**src/rtl/spo_pkg.sv**
```systemverilog
package spo_pkg;
  localparam int SPO_W_DEFAULT    = 8;
  localparam int SPO_SYNC_DEFAULT = 2;

  typedef struct packed {
    logic shift;
    logic load;
    logic mute;
  } spo_ctl_t;
endpackage

```
**src/rtl/spo_rst_sync.sv**
```systemverilog
module spo_rst_sync #(
  parameter int STAGES = 2
) (
  input  logic clk,
  input  logic arst_n,
  output logic rst_n_o
);
  logic [STAGES-1:0] chain_q;
  logic [STAGES-1:0] chain_d;

  generate
    if (STAGES == 1) begin : g_one
      always_comb chain_d = 1'b1;
    end else begin : g_many
      always_comb chain_d = {chain_q[STAGES-2:0], 1'b1};
    end
  endgenerate

  always_ff @(posedge clk or negedge arst_n) begin
    if (!arst_n) chain_q <= '0;
    else         chain_q <= chain_d;
  end

  assign rst_n_o = chain_q[STAGES-1];
endmodule

```
**src/rtl/spo_shift.sv**
```systemverilog
module spo_shift #(
  parameter int W = 8
) (
  input  logic         clk,
  input  logic         rst_n,
  input  logic         en,
  input  logic         din,
  output logic [W-1:0] q
);
  logic [W-1:0] q_r;
  logic [W-1:0] q_nx;

  always_comb begin
    q_nx = q_r;
    if (en) q_nx = {q_r[W-2:0], din};
  end

  always_ff @(posedge clk or negedge rst_n) begin
    if (!rst_n) q_r <= '0;
    else        q_r <= q_nx;
  end

  assign q = q_r;
endmodule

```
**src/rtl/spo_hold.sv**
```systemverilog
module spo_hold #(
  parameter int W = 8
) (
  input  logic         clk,
  input  logic         rst_n,
  input  logic         load,
  input  logic [W-1:0] d,
  output logic [W-1:0] q
);
  logic [W-1:0] q_r;
  logic [W-1:0] q_nx;

  always_comb begin
    q_nx = q_r;
    if (load) q_nx = d;
  end

  always_ff @(posedge clk or negedge rst_n) begin
    if (!rst_n) q_r <= '0;
    else        q_r <= q_nx;
  end

  assign q = q_r;
endmodule

```
**src/rtl/spo_gate.sv**
```systemverilog
module spo_gate #(
  parameter int W = 8
) (
  input  logic         mute,
  input  logic [W-1:0] d,
  output logic [W-1:0] y
);
  generate
    for (genvar i = 0; i < W; i++) begin : g_bit
      assign y[i] = d[i] & ~mute;
    end
  endgenerate
endmodule

```
**src/rtl/spo_stage.sv**
```systemverilog
module spo_stage
  import spo_pkg::*;
#(
  parameter int W           = SPO_W_DEFAULT,
  parameter int SYNC_STAGES = SPO_SYNC_DEFAULT
) (
  input  logic         clk,
  input  logic         rst_n,
  input  logic         sdin,
  input  logic         shift_en,
  input  logic         load,
  input  logic         mute,
  output logic [W-1:0] pout,
  output logic         sdout
);
  localparam int TAIL = W - 1;

  spo_ctl_t     ctl;
  logic         rst_q;
  logic [W-1:0] sr_q;
  logic [W-1:0] lat_q;

  assign ctl = '{shift: shift_en, load: load, mute: mute};

  spo_rst_sync #(.STAGES(SYNC_STAGES)) u_rst (
    .clk     (clk),
    .arst_n  (rst_n),
    .rst_n_o (rst_q)
  );

  spo_shift #(.W(W)) u_shift (
    .clk   (clk),
    .rst_n (rst_q),
    .en    (ctl.shift),
    .din   (sdin),
    .q     (sr_q)
  );

  spo_hold #(.W(W)) u_hold (
    .clk   (clk),
    .rst_n (rst_q),
    .load  (ctl.load),
    .d     (sr_q),
    .q     (lat_q)
  );

  spo_gate #(.W(W)) u_gate (
    .mute (ctl.mute),
    .d    (lat_q),
    .y    (pout)
  );

  assign sdout = sr_q[TAIL];
endmodule

```
**config.mk**
```make
export PLATFORM = sky130hd
export DESIGN_NAME = spo_stage
export DESIGN_NICKNAME = d
export VERILOG_FILES = /design/src/rtl/spo_pkg.sv /design/src/rtl/spo_rst_sync.sv /design/src/rtl/spo_shift.sv /design/src/rtl/spo_hold.sv /design/src/rtl/spo_gate.sv /design/src/rtl/spo_stage.sv
export SDC_FILE = /design/constraint.sdc
export NUM_CORES = 1
export LEC_CHECK = 0
export CORE_ASPECT_RATIO = 1.1
export CORE_MARGIN = 2
export CORE_UTILIZATION = 40
export CTS_CLUSTER_DIAMETER = 100
export DETAILED_ROUTE_END_ITERATION = 6
export PLACE_DENSITY = 0.74
export SYNTH_ARGS = -nofsm -noshare
export SYNTH_HDL_FRONTEND = slang
export SYNTH_SLANG_ARGS = --single-unit
```
**constraint.sdc**
```tcl
create_clock -name clk -period 0.8 [get_ports clk]
set_input_delay 0.24 -clock clk [delete_from_list [all_inputs] [get_ports clk]]
set_output_delay 0.24 -clock clk [all_outputs]
set_load 0.01 [all_outputs]
```
==> results.sh, run 1 <==
export IMPL_power_switching_mw=0.6758
export IMPL_cts_sinks=18
export IMPL_max_vdd_ir_drop_mv=1.149
export IMPL_ys_seq_elements=18
export IMPL_status="complete, but fails checks"
export IMPL_hold_viol=0
export IMPL_routabilityCongestion=0.6479
export IMPL_cp_max_fo=2
export IMPL_synth_cell_type_count=5
export IMPL_wl_met3_um=62
export IMPL_core_um2=1802
export IMPL_synth_top_family_by_area="multiplexers"
export IMPL_reg2reg_depth=2
export IMPL_slew_viol_final=0
export IMPL_power_density_nw_per_um2=2705
export IMPL_synth_cells=45
export IMPL_initial_core_util_pct=42.57
export IMPL_utilization_pct=57.29
export IMPL_r2r_start="u_hold.q[5]"
export IMPL_violations="negative setup slack"
export IMPL_num_nets_final=80
export IMPL_cts_root_buffer="clkbuf_4"
export IMPL_rsz0062_at_grt="true"
export IMPL_critical_path_arrival_ns=0.95
export IMPL_r2r_setup_slack_ns=-0.08
export IMPL_required_ns=0.56
export IMPL_die_w_um=45.75
export IMPL_first_global_vias=448
export IMPL_synth_fp_nets=51
export IMPL_whs_ns=0.1043
export IMPL_htreeDepth=1
export IMPL_clk_pin_slew_ns=0.10
export IMPL_drv_cap=0
export IMPL_wl_met1_um=556
export IMPL_cts_tree="built"
export IMPL_hpwlAfterDp_um=834.6
export IMPL_num_rows=16
export IMPL_dp_slack_ns=-0.9112
export IMPL_diodes=0
export IMPL_drt_wl_total_mm=1.184
export IMPL_drt_initial_drc_count=0
export IMPL_mostFrequentLayoutCell="dfrtp_1"
export IMPL_syn_cell_area_um2=767.0
export IMPL_maxClockFrequency_mhz=837.9
export IMPL_grt_first_pass_wirelength_mm=1.973
export IMPL_ys_seq_area_share_pct=58.73
export IMPL_dieArea_um2=2284
export IMPL_grt_max_degree=17
export IMPL_syn_area_per_cell_um2=17.04
export IMPL_seqPwrFrac_pct=46.8
export IMPL_routed_wl_met2_um=546
export IMPL_synthMuxAreaShare_pct=31.32
export IMPL_post_route_min_period_ns=1.193
export IMPL_ant_nets=0
export IMPL_synth_xor_xnor_area_share_pct=0
export IMPL_cts_made_buffers=3
export IMPL_final_cells=91
export IMPL_tns_ns=-3.961
export IMPL_synth_compound_area_share_pct=0
export IMPL_top_layer="met4"
export IMPL_reg2reg_to="u_hold.q[5]"
export IMPL_via_count=417
export IMPL_viasPerCell=4.582
export IMPL_area_delta_synth_final_pct=34.58
export IMPL_finClkSkew_ns=0.005421
export IMPL_swShare_pct=24.20
export IMPL_hold_path_class="primary input to async pin"
export IMPL_drc=0
export IMPL_path_class="register to primary output"
export IMPL_grt_remaining_overflow=0
export IMPL_synth_fa_ha_area_share_pct=0
export IMPL_power_leakage_nw=0.5267
export IMPL_antenna_found_initial=0
export IMPL_grt_util_all_layers_pct=12.66
export IMPL_synthSimpleGateAreaFrac_pct=6.525
export IMPL_p_clk_share_pct=19.4
export IMPL_fin_ws_ns=-0.3934
export IMPL_clkLatencyLatePin_ns=0.29
export IMPL_dr_pass1_iters=1
export IMPL_drive_above_1_share_pct=56.16
export IMPL_port_buffers=14
export IMPL_crit_path_end_kind="primary output"
export IMPL_p_comb_share_pct=33.8
export IMPL_io_pin_count=15
export IMPL_die_y_um=49.93
export IMPL_yosys_warnings=0
export IMPL_start_kind="register"
export IMPL_wl_per_cell_um=13.01
export IMPL_setup_viol=19
export IMPL_placed_cells=87
export IMPL_layout_worst_path_cycle_share_pct=149.2
export IMPL_mostFrequentLayoutCells="18 x dfrtp_1, 16 x mux2_4, 9 x buf_2"
export IMPL_p_int_mw=2.117
export IMPL_max_clock_path_buffers=2
[registers in the layout, summed over array words and instances, names as in the netlist]
register and count:
u_rst.chain_q 2, u_shift.q 8, u_hold.q 8
[critical path, stage by stage (launching register included)]
cell	delay [ns]
dfrtp_1	0.39
nor2b_1	0.13
buf_2	0.15
[metrics by stage]
step                power [mW]  area (um2)
finish                   2.793        1032
global route             2.960        1032
CTS                      2.777        1017
detailed placement       2.303        1022
global placement         2.272        1022
floorplan                1.782       767.0
[per-layer routing]
metal | GRT usage [%] | vias to the layer above
met5 | 0 | -
met4 | 8.571 | 0
met3 | 3.297 | 2
met2 | 17.84 | 13
met1 | 16.59 | 197
li1 | - | 205
[cells in the mapped netlist]
| cell | count | area, um2 |
|---|---|---|
| buf_6 | 2 | 22.52 |
| conb_1 | 1 | 3.750 |
| dfrtp_1 | 18 | 450.4 |
| mux2_4 | 16 | 240.2 |
| nor2b_1 | 8 | 50.05 |
[cell families after synthesis]
| kind of cell | after synthesis |
|---|---|
| simple gates | 8 |
| flops | 18 |
| other cells | 1 |
| mux | 16 |
| buf+inv | 2 |
[power by group through the flow]
stage | sequential [mW] | combinational, mW | clock [mW]
4_1_cts | 1.30 | 0.917 | 0.564
5_1_grt | 1.34 | 1.01 | 0.614
3_5_place_dp | 1.31 | 0.991 | 0
2_1_floorplan | 1.29 | 0.487 | 0
3_3_place_gp | 1.30 | 0.971 | 0
6_report | 1.31 | 0.943 | 0.542
[area by class of cell]
| class | instances | area (um2) |
|---|---|---|
| Sequential cell | 18 | 450.4 |
| Tap cell | 18 | 22.52 |
| Multi-Input combinational cell | 25 | 294.0 |
| Clock buffer | 4 | 36.28 |
| Timing Repair Buffer | 26 | 229.0 |
| Fill cell | 146 | 769.5 |
[how the worst max path moves through the flow]
stage	startpoint	to	slack [ns]	depth (start not counted)
3_3_place_gp	mute	pout[0]	-0.90	3
4_1_cts	u_hold.q[3]	pout[3]	-0.40	2
5_1_grt	u_hold.q[3]	pout[3]	-0.46	2
3_5_place_dp	mute	pout[0]	-0.91	3
2_1_floorplan	u_shift.q[7]	u_shift.q[7]	0.009	1
6_report	u_hold.q[4]	pout[4]	-0.39	2
[timing repair]
item / 4_1_cts / 5_1_grt
resized for setup: 41 / 5
setup buffers: 4 / 5
cloned: 0 / 0
setup endpoints to repair: 25 / 23
hold buffers: 0 / 0
No activity file was read; power rests on OpenSTA's default activity.
==> run 2: changes to the inputs <==
Settings changed: TNS_END_PERCENT set to 20.
==> results.sh, run 2 (synthesized netlist as in run 1, its figures left out) <==
export IMPL_slowest_delay_ns=0.39
export IMPL_num_rows=16
export IMPL_hold_path_class="primary input to async pin"
export IMPL_routed_wl_met2_um=566
export IMPL_start_kind="register"
export IMPL_drc=0
export IMPL_top_layer="met4"
export IMPL_post_route_min_period_ns=1.178
export IMPL_cp_cell_sequence="nor2b_1 -> buf_2"
export IMPL_first_global_vias=455
export IMPL_mostFrequentLayoutCells="18 x dfrtp_1, 16 x mux2_4, 11 x buf_4"
export IMPL_hold_buffers=0
export IMPL_critical_path_arrival_ns=0.94
export IMPL_seqCellArea_um2=450.4
export IMPL_crit_path_end_kind="primary output"
export IMPL_maxClockFrequency_mhz=848.7
export IMPL_core_um2=1802
export IMPL_hpwlAfterDp_um=834.6
export IMPL_tns_ns=-4.402
export IMPL_clk_pin_slew_ns=0.10
export IMPL_rsz0062_at_grt="true"
export IMPL_drt_initial_drc_count=0
export IMPL_slew_viol_final=0
export IMPL_drt_wl_total_mm=1.181
export IMPL_port_buffers=14
export IMPL_power_density_nw_per_um2=2697
export IMPL_initial_core_util_pct=42.57
export IMPL_fin_total_pwr_mw=2.865
export IMPL_required_ns=0.56
export IMPL_viasPerCell=4.552
export IMPL_clkLatencyLatePin_ns=0.29
export IMPL_violations="negative setup slack"
export IMPL_grt_util_all_layers_pct=12.88
export IMPL_wl_met1_um=526
export IMPL_status="complete, but fails checks"
export IMPL_dr_pass1_iters=1
export IMPL_mostFrequentLayoutCell="dfrtp_1"
export IMPL_grt_first_pass_wirelength_mm=2.014
export IMPL_nFillCells=141
export IMPL_num_nets_final=85
export IMPL_ant_nets=0
export IMPL_utilization_pct=58.96
export IMPL_die_y_um=49.93
export IMPL_path_class="register to primary output"
export IMPL_cts_made_buffers=3
export IMPL_crit_slowest_cell="dfrtp_1"
export IMPL_drv_cap=0
export IMPL_max_clock_path_buffers=2
export IMPL_max_vdd_ir_drop_mv=1.182
export IMPL_area_delta_synth_final_pct=38.50
export IMPL_dp_slack_ns=-0.9112
export IMPL_finClkSkew_ns=0.007578
export IMPL_fin_ws_ns=-0.3783
export IMPL_diodes=0
export IMPL_io_pin_count=15
export IMPL_wl_per_cell_um=12.30
export IMPL_setup_viol=19
export IMPL_via_count=437
export IMPL_die_w_um=45.75
export IMPL_grt_remaining_overflow=0
export IMPL_cts_sinks=18
export IMPL_r2r_setup_slack_ns=-0.31
export IMPL_cts_root_buffer="clkbuf_4"
export IMPL_cts_tree="built"
export IMPL_wl_met3_um=70
export IMPL_cp_max_fo=2
export IMPL_grt_max_degree=17
export IMPL_dieArea_um2=2284
export IMPL_multiInputGateArea_um2=294.0
export IMPL_htreeDepth=1
export IMPL_antenna_found_initial=0
export IMPL_hold_viol=0
export IMPL_routabilityCongestion=0.6479
export IMPL_drive_above_1_share_pct=58.97
export IMPL_layout_worst_path_cycle_share_pct=147.3
export IMPL_power_leakage_nw=0.5485
run 2: worst paths after layout:
kind / startpoint / to / depth (start not counted)
worst min-delay path: rst_n / u_rst.chain_q[1] / 1
max in group asynchronous: u_rst.chain_q[1] / u_hold.q[1] / 1
min in group clk: u_rst.chain_q[0] / u_rst.chain_q[1] / 0
worst max register to register: u_hold.q[0] / u_hold.q[0] / 4
worst min register to register: u_rst.chain_q[1] / u_shift.q[7] / 1
worst max-delay path: u_hold.q[3] / pout[3] / 2
run 2: per-stage QoR:
step | std cells | hold WS [ns] | area, um2
floorplan | 45 | -0.05559 | 767.0
global placement | 87 | 0.1740 | 1022
detailed placement | 87 | 0.1793 | 1022
CTS | 95 | 0.09296 | 1055
global route | 96 | 0.07969 | 1062
finish | 96 | 0.1040 | 1062
run 2: metal layers:
| metal | up-vias | track usage, % |
|---|---|---|
| met2 | 13 | 18.08 |
| met4 | 0 | 8.571 |
| met1 | 206 | 17.06 |
| met3 | 2 | 3.297 |
| met5 | - | 0 |
| li1 | 216 | - |
run 2: area by class of cell:
cell class / count / share of cell area (%)
sequential: 18 / 42.40
multi-input combinational: 25 / 27.68
timing repair buffer: 31 / 24.38
clock buffer: 4 / 3.416
tap: 18 / 2.120
run 2: where the power goes:
part / switching [mW] / total, mW / leakage [nW] / internal [mW]
Sequential: 0.142 / 1.29 / 0.213 / 1.15
Clock: 0.261 / 0.538 / 0.0210 / 0.277
Combinational: 0.278 / 1.04 / 0.315 / 0.758
Total: 0.681 / 2.86 / 0.549 / 2.18
run 2: critical path: cells and delay by family, from the launching register on:
kind,cells,cell delay [ns]
buffers and inverters,1,0.14
flip-flops,1,0.39
AND/OR/NAND/NOR,1,0.12
run 2: repair_timing:
action / in CTS / in global routing
setup endpoints to repair: 25 / 23
buffers inserted: 4 / 1
gates resized for setup: 43 / 0
==> run 3: changes to the inputs <==
Settings changed: CORE_MARGIN 2 to 8, CORE_UTILIZATION 40 to 30, PLACE_DENSITY 0.74 to 0.6.
==> results.sh, run 3 (synthesized netlist as in run 1, its figures left out) <==
export IMPL_power_density_nw_per_um2=2726
export IMPL_p_clk_share_pct=17.2
export IMPL_io_pin_count=15
export IMPL_cts_made_buffers=3
export IMPL_die_y_um=69.03
export IMPL_drc=0
export IMPL_core_um2=2472
export IMPL_fin_ws_ns=-0.4031
export IMPL_dieArea_um2=4432
export IMPL_htreeDepth=1
export IMPL_swShare_pct=23.84
export IMPL_setup_viol=18
export IMPL_post_route_min_period_ns=1.203
export IMPL_port_buffers=14
export IMPL_seqCellArea_um2=450.4
export IMPL_crit_slowest_cell="dfrtp_1"
export IMPL_routabilityCongestion=0.6661
export IMPL_ant_nets=0
export IMPL_crit_buf_inv=1
export IMPL_path_class="register to primary output"
export IMPL_drt_initial_drc_count=6
export IMPL_initial_core_util_pct=31.02
export IMPL_slowest_delay_ns=0.40
export IMPL_cp_top_family="flip-flops"
export IMPL_hold_viol=0
export IMPL_num_rows=19
export IMPL_rsz0062_at_grt="true"
export IMPL_grt_remaining_overflow=0
export IMPL_utilization_pct=46.66
export IMPL_mostFrequentLayoutCell="dfrtp_1"
export IMPL_area_delta_synth_final_pct=50.41
export IMPL_status="complete, but fails checks"
export IMPL_drive_above_1_share_pct=65.43
export IMPL_max_vdd_ir_drop_mv=1.470
export IMPL_dp_slack_ns=-1.009
export IMPL_cp_max_fo=2
export IMPL_p_comb_share_pct=41.5
export IMPL_num_nets_final=88
export IMPL_diodes=0
export IMPL_drv_cap=0
export IMPL_p_int_mw=2.395
export IMPL_grt_first_pass_wirelength_mm=2.380
export IMPL_cp_cell_sequence="nor2b_1 -> buf_2"
export IMPL_antenna_found_initial=0
export IMPL_layout_worst_path_cycle_share_pct=150.4
export IMPL_cts_tree="built"
export IMPL_crit_path_end_kind="primary output"
export IMPL_slew_viol_final=0
export IMPL_required_ns=0.56
export IMPL_violations="negative setup slack"
export IMPL_via_count=458
export IMPL_multiInputGateArea_um2=316.6
export IMPL_first_global_vias=542
export IMPL_drt_wl_total_mm=1.343
export IMPL_clkLatencyLatePin_ns=0.29
export IMPL_critical_path_arrival_ns=0.96
export IMPL_dr_pass1_iters=2
export IMPL_viasPerCell=4.089
export IMPL_finClkSkew_ns=0.002034
export IMPL_maxClockFrequency_mhz=831.2
export IMPL_cts_sinks=18
export IMPL_hold_path_class="primary input to async pin"
export IMPL_mostFrequentLayoutCells="18 x dfrtp_1, 16 x mux2_4, 11 x buf_6"
export IMPL_power_leakage_nw=0.5846
export IMPL_cts_root_buffer="clkbuf_4"
export IMPL_hold_buffers=0
export IMPL_whs_ns=0.09733
export IMPL_die_w_um=64.21
export IMPL_start_kind="register"
export IMPL_placed_area_um2=1039
export IMPL_post_route_cell_area_um2=1154
export IMPL_power_switching_mw=0.7499
export IMPL_seqPwrFrac_pct=41.3
export IMPL_clk_pin_slew_ns=0.09
export IMPL_grt_util_all_layers_pct=6.678
export IMPL_grt_max_degree=17
export IMPL_tns_ns=-4.809
export IMPL_wl_per_cell_um=11.99
export IMPL_max_clock_path_buffers=2
export IMPL_nFillCells=227
-- run 3: cell types whose count changed in the layout (fill, tap and decap cells not counted), sizes merged --
cell	previous run	this run
dlygate4sd2	3	2
buf	26	29
clkbuf	4	5
-- run 3: timing repair --
item	4_1_cts	5_1_grt
endpoints found under the setup margin	25	24
cloned	0	0
gates resized for setup	45	13
buffers inserted	4	4
-- run 3: worst paths after layout --
kind | startpoint | end | slack (ns) | cells after the start
min reg2reg | u_rst.chain_q[1] | u_hold.q[4] | 0.18 | 1
max in group asynchronous | u_rst.chain_q[1] | u_hold.q[7] | 0.45 | 1
max reg2reg | u_hold.q[7] | u_hold.q[7] | -0.29 | 4
min | rst_n | u_rst.chain_q[1] | 0.1 | 1
min in group clk | u_rst.chain_q[0] | u_rst.chain_q[1] | 0.36 | 0
max | u_hold.q[4] | pout[4] | -0.40 | 2
-- run 3: through the flow --
step	power (mW)	instances
floorplan	1.782	45
global placement	2.317	100
detailed placement	2.322	100
CTS	2.970	108
global route	3.345	112
finish	3.145	112
-- run 3: power groups by stage --
stage / clock [mW] / combinational (mW) / sequential (mW)
5_1_grt: 0.613 / 1.40 / 1.33
3_3_place_gp: 0 / 0.997 / 1.32
6_report: 0.540 / 1.31 / 1.30
2_1_floorplan: 0 / 0.487 / 1.29
4_1_cts: 0.568 / 1.11 / 1.29
3_5_place_dp: 0 / 1.00 / 1.32
-- run 3: cell type report --
cell class                 instances  area share [%]
sequential                        18           39.05
multi-input combinational         25           27.44
timing repair buffer              34           27.01
tap                               31           3.362
clock buffer                       4           3.145
-- run 3: metal layers --
metal,wire [um],up-vias,track usage [%]
met2,681,9,11.06
met5,0,-,0
li1,-,224,-
met3,48,2,2.262
met1,602,223,7.245
met4,11,0,3.641
